<file path="config.mk">
export PLATFORM = sky130hd
export DESIGN_NAME = hm74_codec
export DESIGN_NICKNAME = d
export VERILOG_FILES = /design/src/rtl/hm_pkg.sv /design/src/rtl/hm_enc.sv /design/src/rtl/hm_syn.sv /design/src/rtl/hm_dec.sv /design/src/rtl/hm74_codec.sv
export SDC_FILE = /design/constraint.sdc
export NUM_CORES = 1
export LEC_CHECK = 0
export BUFFER_PORTS_ARGS = -buffer_cell sky130_fd_sc_hd__buf_2
export CORE_MARGIN = 5
export CORE_UTILIZATION = 50
export CTS_CLUSTER_SIZE = 12
export DETAILED_ROUTE_END_ITERATION = 16
export GPL_TIMING_DRIVEN = 0
export HOLD_SLACK_MARGIN = 0.06
export PLACE_DENSITY = 0.83
export SKIP_LAST_GASP = 1
export SYNTH_ARGS = -nofsm -noshare
export SYNTH_HDL_FRONTEND = slang
export SYNTH_SLANG_ARGS = --single-unit
</file>
<file path="constraint.sdc">
create_clock -name clk -period 3.6 [get_ports clk]
set_clock_uncertainty 0.05 [all_clocks]
set_input_delay 0.72 -clock clk [delete_from_list [all_inputs] [get_ports clk]]
set_output_delay 0.72 -clock clk [all_outputs]
set_load 0.05 [all_outputs]
</file>
<file path="src/rtl/hm_pkg.sv">
package hm_pkg;

   function automatic bit is_pow2(int p);
      return (p > 0) && ((p & (p - 1)) == 0);
   endfunction

   // 1-indexed codeword position of data bit k (k-th non power-of-two slot)
   function automatic int data_pos(int r, int k);
      int cnt;
      cnt = 0;
      for (int p = 1; p < (1 << r); p++) begin
         if (!is_pow2(p)) begin
            if (cnt == k) return p;
            cnt++;
         end
      end
      return 0;
   endfunction

   // positions whose index has bit j set; bit p-1 stands for position p
   function automatic logic [63:0] cover_mask(int r, int j);
      logic [63:0] m;
      m = '0;
      for (int p = 1; p < (1 << r); p++)
         if (((p >> j) & 1) == 1) m[p-1] = 1'b1;
      return m;
   endfunction

endpackage

</file>
<file path="src/rtl/hm_enc.sv">
module hm_enc #(
   parameter int PAR_W = 3,
   localparam int CW = (1 << PAR_W) - 1,
   localparam int DW = CW - PAR_W
) (
   input  logic [DW-1:0] data_i,
   output logic [CW-1:0] code_o
);
   logic [CW-1:0] placed;

   for (genvar p = 1; p <= CW; p++) begin : g_pos
      if (hm_pkg::is_pow2(p)) begin : g_chk
         assign placed[p-1] = 1'b0;
      end else begin : g_dat
         for (genvar k = 0; k < DW; k++) begin : g_k
            if (hm_pkg::data_pos(PAR_W, k) == p) begin : g_hit
               assign placed[p-1] = data_i[k];
            end
         end
      end
   end

   for (genvar p = 1; p <= CW; p++) begin : g_out
      if (hm_pkg::is_pow2(p)) begin : g_par
         localparam int J = $clog2(p);
         localparam logic [63:0] MASK = hm_pkg::cover_mask(PAR_W, J);
         assign code_o[p-1] = ^(placed & MASK[CW-1:0]);
      end else begin : g_pass
         assign code_o[p-1] = placed[p-1];
      end
   end
endmodule

</file>
<file path="src/rtl/hm_syn.sv">
module hm_syn #(
   parameter int PAR_W = 3,
   localparam int CW = (1 << PAR_W) - 1
) (
   input  logic [CW-1:0]    code_i,
   output logic [PAR_W-1:0] syn_o
);
   for (genvar j = 0; j < PAR_W; j++) begin : g_chk
      localparam logic [63:0] MASK = hm_pkg::cover_mask(PAR_W, j);
      assign syn_o[j] = ^(code_i & MASK[CW-1:0]);
   end
endmodule

</file>
<file path="src/rtl/hm_dec.sv">
module hm_dec #(
   parameter int PAR_W = 3,
   localparam int CW = (1 << PAR_W) - 1,
   localparam int DW = CW - PAR_W
) (
   input  logic             clk,
   input  logic             rst,
   input  logic             in_valid,
   input  logic [CW-1:0]    rx_code,
   output logic             out_valid,
   output logic [DW-1:0]    data_out,
   output logic [PAR_W-1:0] syndrome,
   output logic             err_corrected
);
   logic [PAR_W-1:0] syn_w;
   logic [CW-1:0]    fixed;
   logic [DW-1:0]    data_fix;
   logic [DW-1:0]    data_raw;

   hm_syn #(.PAR_W(PAR_W)) u_syn (.code_i(rx_code), .syn_o(syn_w));

   // syndrome read directly as the 1-indexed position to invert
   for (genvar p = 1; p <= CW; p++) begin : g_fix
      assign fixed[p-1] = rx_code[p-1] ^ (syn_w == PAR_W'(p));
   end

   for (genvar k = 0; k < DW; k++) begin : g_ext
      localparam int P = hm_pkg::data_pos(PAR_W, k);
      assign data_fix[k] = fixed[P-1];
      assign data_raw[k] = rx_code[P-1];
   end

   always_ff @(posedge clk) begin
      if (rst) begin
         out_valid     <= 1'b0;
         data_out      <= '0;
         syndrome      <= '0;
         err_corrected <= 1'b0;
      end else begin
         out_valid <= in_valid;
         if (in_valid) begin
            data_out      <= data_fix;
            syndrome      <= syn_w;
            err_corrected <= (syn_w != '0);
         end
      end
   end

   p_valid_next_r7: assert property (@(posedge clk) disable iff (rst)
      in_valid |=> out_valid);

   p_idle_hold_r8: assert property (@(posedge clk) disable iff (rst)
      !in_valid |=> !out_valid && $stable(data_out) && $stable(syndrome)
                    && $stable(err_corrected));

   p_flag_match_r9: assert property (@(posedge clk) disable iff (rst)
      err_corrected == (syndrome != '0));

   p_parity_hit_r6: assert property (@(posedge clk) disable iff (rst)
      in_valid && ($countones(syn_w) == 1) |=> data_out == $past(data_raw));
endmodule

</file>
<file path="src/rtl/hm74_codec.sv">
module hm74_codec #(
   parameter int PAR_W = 3,
   localparam int CW = (1 << PAR_W) - 1,
   localparam int DW = CW - PAR_W
) (
   input  logic             clk,
   input  logic             rst,
   input  logic [DW-1:0]    enc_data,
   output logic [CW-1:0]    enc_code,
   input  logic             in_valid,
   input  logic [CW-1:0]    rx_code,
   output logic             out_valid,
   output logic [DW-1:0]    data_out,
   output logic [PAR_W-1:0] syndrome,
   output logic             err_corrected
);
   if (PAR_W < 2 || PAR_W > 6) begin : g_bad_par
      $error("hm74_codec: PAR_W must lie in 2..6");
   end

   hm_enc #(.PAR_W(PAR_W)) u_enc (.data_i(enc_data), .code_o(enc_code));

   hm_dec #(.PAR_W(PAR_W)) u_dec (
      .clk(clk), .rst(rst), .in_valid(in_valid), .rx_code(rx_code),
      .out_valid(out_valid), .data_out(data_out), .syndrome(syndrome),
      .err_corrected(err_corrected)
   );

   p_loopback_clean_r4: assert property (@(posedge clk) disable iff (rst)
      in_valid && (rx_code == enc_code) |=>
         (syndrome == '0) && (data_out == $past(enc_data)));
endmodule

</file>
==> results by stage <==
Power:
- The internal power consumption is 205.4 µW.
- Summing internal, switching and leakage power gives 370.7 µW.
- The sequential share of power is 31.1%.
- Combinational logic is responsible for 47.6% of the overall power.
- The switching power share of the total is 44.59%.
- The worst supply voltage drop on vdd is 0.0001701 V.
- The leakage dissipation is 0.0003847 µW.
- Of the total power, the clock network draws 21.3%.
- The switching power total is 165.3 µW.
- For this design the ratio of total power to cell area is 413.2 nW/µm².

Floorplanning:
- The chip width is 47.97 µm.
- The die covers 2301 µm².
- The initial core utilization is 54.03%.
- Measured along the y axis, the die boundary spans 47.97 µm.
- 30 I/O pins were placed.
- The core box area is 1334 µm².
- The number of cell rows is 13.

Synth:
- The share of the synthesized area in compound gates (AO/OA/AOI/OAI) is 11.63%.
- Sorting the synthesized cells by how often they occur yields xnor2_1 (12), nand3_1 (11), dfxtp_1 (9), nor2_1 (9), nor3b_1 (6).
- Averaged over all synthesized cells, the footprint is 8.190 µm².
- Yosys instantiated no cell more often than xnor2_1.
- Yosys attributes the largest share of cell area to dfxtp_1 (25%), xnor2_1 (15%), nand3_1 (7.6%).
- The share of flip-flops with an asynchronous set or reset is 0%.
- The most frequently used flop master after synthesis is dfxtp_1.
- Of the total synthesized cell area, the portion taken by full adders, half adders and majority gates is 0%.
- The largest area contributor in the netlist is dfxtp_1.
- After synthesis the netlist holds a flip-flop and latch count of 9.
- The gate count of the mapped netlist is 88.
- Yosys mapped a number of flops with a built-in enable equal to 0.
- The dominant combinational cell family by area after synthesis is simple AND/OR/NAND/NOR gates.
- Sequential elements use 25.00% of the synthesized area.
- The share of the synthesized netlist area taken by xor and xnor gates is 26.74%.
- The fraction of the mapped netlist area in simple logic gates is 27.78%.
- The net count of the mapped netlist is 102.
- Yosys mapped the design onto 23 distinct sky130hd cell types.
- The yosys synthesis warning count is 0.
- The share of cell area taken by muxes after synthesis is 0%.
- After synthesis the cells add up to 720.7 µm².
- The area share of the leading cell type in the synthesized netlist is 25.00%.

Run status:
- The run finished with clean final reports.

STA:
- The final hold violation count is 0.
- The sum of negative setup slack is 0 ns.
- The final worst-path cycle share is 63.53%.
- Setup repair after global routing left no endpoint under its margin.
- The worst path needs 2.287 ns of the cycle, external delays included.
- For the pin with the worst max-slew slack, the measured transition is 0.4497 ns.
- The number of max-slew violations in the final report is 0.
- The number of failing setup endpoints in the final timing report is 0.
- Setup slack closes at 1.313 ns.
- The highest clock frequency the design can meet is 437.3 MHz.
- The worst pin sits at a relative slew slack of 70.02%.

Global routing:
- The number of global-route vias before repair came to 702.
- The first-pass GRT wire length is 2732 µm.
- The initial antenna violation count is 0.
- The total overflow left after global routing is 0.
- The maximum number of pins on one net before global-route repair is 11.
- The global routing usage summed across all routing layers is 16.47%.

Clocking:
- The clock slew seen by the registers of the worst setup and hold paths is 0.07 ns.
- The clock latency at the later pin of the worst-skew pair is 0.26 ns.
- After clock tree synthesis, the repair step resized 0 gates.
- No sink is reached through more buffers than the 2 on the longest clock path.
- Post-CTS timing repair inserted 0 buffers for setup.
- The root buffer cell is clkbuf_4.
- CTS saw 9 sinks.
- After clock tree synthesis, the flow added hold-fix buffers numbering 0.
- Counting the buffers created by CTS gives 3.
- The depth of the CTS H-tree is 1.
- The TritonCTS clock tree is built.

Routing:
- The sum of routed wire length over all layers is 1572 µm.
- The mean number of vias per cell is 5.579.
- The total DRC errors in the routed layout is 0.
- The number of design-rule violations left by the first detailed-router iteration is 14.
- The number of routed nets with antenna violations is 0.
- The mean routed wirelength per cell is 11.82 µm.
- Before antenna repair, the detailed router went through 4 iterations.
- The number of vias in the routed layout is 742.

Finish:
- The count of placed standard cells in the final layout, fillers left out is 133.
- Cells fill 67.26% of the core in the end.
- In the final layout, the share of cells above drive strength 1 is 32.20%.
- Relative to the synthesized area, the layout overhead comes to 24.48%.
- The number of antenna diodes in the final layout is 0.
- The number of nets in the layout is 133.

Worst setup path:
- The termination of the worst setup path is enc_code[1].
- Along the worst path, the maximum fanout reaches 3.
- The worst setup path is captured at a primary output.
- The data required time at the worst endpoint is 2.83 ns.
- In this design, the stage delay of the slowest critical-path cell is 0.28 ns.
- STA classifies the critical path startpoint as an input port.
- The critical path starts at enc_data[3].
- The critical path in this run is classified as input port to primary output.
- STA puts the critical path data arrival time at 1.52 ns.
- The setup slack of the worst register-to-register path is 2.77 ns.
- The startpoint of the lowest-slack register-to-register path is u_dec.data_out[2]$_SDFFE_PP0P_.
- In this run the critical register-to-register path is captured at u_dec.data_out[2]$_SDFFE_PP0P_.
- The cell depth of the worst flop-to-flop path is 3.
- The signal on the critical path passes through buf_2 > xnor2_1 > xnor2_1 > buf_2.
- The slowest stage of the critical path belongs to the cell buf_2.

Placed design:
- Detailed placement finished with a half-perimeter wire length of 1293 µm.
- The final estimated routing congestion in global placement is 0.8717.
- The placement-stage worst setup slack is 1.299 ns.
- During placement, the flow inserted port buffers numbering 26.
- The count of placed standard cells including taps is 129.

Hold path:
- The startpoint identified for the worst hold timing path is u_dec.syndrome[0]$_SDFFE_PP0P_.
- The path class of the tightest hold or removal check is flop to flop.

Flow run:
- The number of maximum-capacitance violations is 0.
[per-layer routing]
layer	global-route usage [%]	part of all wire, %	vias up
met3	4.135	14	7
met5	0	0	-
met4	10.75	2.9	0
li1	-	-	362
met1	17.88	38	330
met2	27.97	45	43
[state kept, by name, summed over array words and instances, names as in the netlist]
signal / cells
u_dec.out_valid: 1
u_dec.err_corrected: 1
u_dec.data_out: 4
u_dec.syndrome: 3
[critical path, delay by kind of cell]
kind / cells / cell delay (ns)
XOR/XNOR: 2 / 0.39
buffers and inverters: 2 / 0.40
[worst min-delay path by stage]
stage | to | slack, ns | cells after the start
2_1_floorplan | u_dec.syndrome[0]$_SDFFE_PP0P_ | 0.65 | 2
3_3_place_gp | u_dec.syndrome[0]$_SDFFE_PP0P_ | 0.42 | 2
3_5_place_dp | u_dec.syndrome[0]$_SDFFE_PP0P_ | 0.43 | 2
4_1_cts | u_dec.syndrome[0]$_SDFFE_PP0P_ | 0.43 | 2
5_1_grt | u_dec.syndrome[0]$_SDFFE_PP0P_ | 0.47 | 2
6_report | u_dec.syndrome[0]$_SDFFE_PP0P_ | 0.43 | 2
[area by class of cell]
cell class / count / area (µm²)
Buffer: 10 / 63.81
Tap cell: 15 / 18.77
Multi-Input combinational cell: 69 / 476.7
Fill cell: 127 / 436.7
Sequential cell: 9 / 180.2
Clock buffer: 3 / 22.52
Timing Repair Buffer: 26 / 130.1
Clock inverter: 1 / 5.005
[per-stage QoR]
stage	hold WS [ns]	cell area (µm²)
after floorplan	0.6527	720.7
after global placement	0.4216	869.6
after detailed placement	0.4253	869.6
after CTS	0.4346	897.1
after global routing	0.4672	897.1
final	0.4340	897.1
[placed cells by master (no fill, tap or decap), drive strengths merged]
master | synthesis | final
a21oi | 4 | 4
nand2b | 2 | 2
o211ai | 2 | 2
buf | 6 | 32
and3 | 1 | 1
a311oi | 1 | 1
or3 | 1 | 1
nor3 | 1 | 1
xnor2 | 13 | 13
nand3 | 11 | 11
clkinv | 0 | 1
nor2 | 9 | 9
xor2 | 6 | 6
a211oi | 3 | 3
a2111oi | 2 | 2
clkbuf | 4 | 7
nor2b | 1 | 1
nor3b | 6 | 6
dfxtp | 9 | 9
nand2 | 4 | 4
nand3b | 2 | 2
[cell families (layout without fill, tap and decap cells)]
family | Yosys count | count (layout)
xor+xnor | 19 | 19
simple gates | 38 | 38
compound gates | 12 | 12
buf+inv | 10 | 40
flops | 9 | 9
[power groups by stage]
stage | sequential, µW | clock (µW) | combinational, µW
after floorplan | 157 | 0 | 98.5
final | 115 | 79.0 | 176
after detailed placement | 118 | 0 | 177
after global placement | 117 | 0 | 174
after global routing | 117 | 87.1 | 190
after CTS | 115 | 81.3 | 177
No activity file was read; power rests on OpenSTA's default activity.
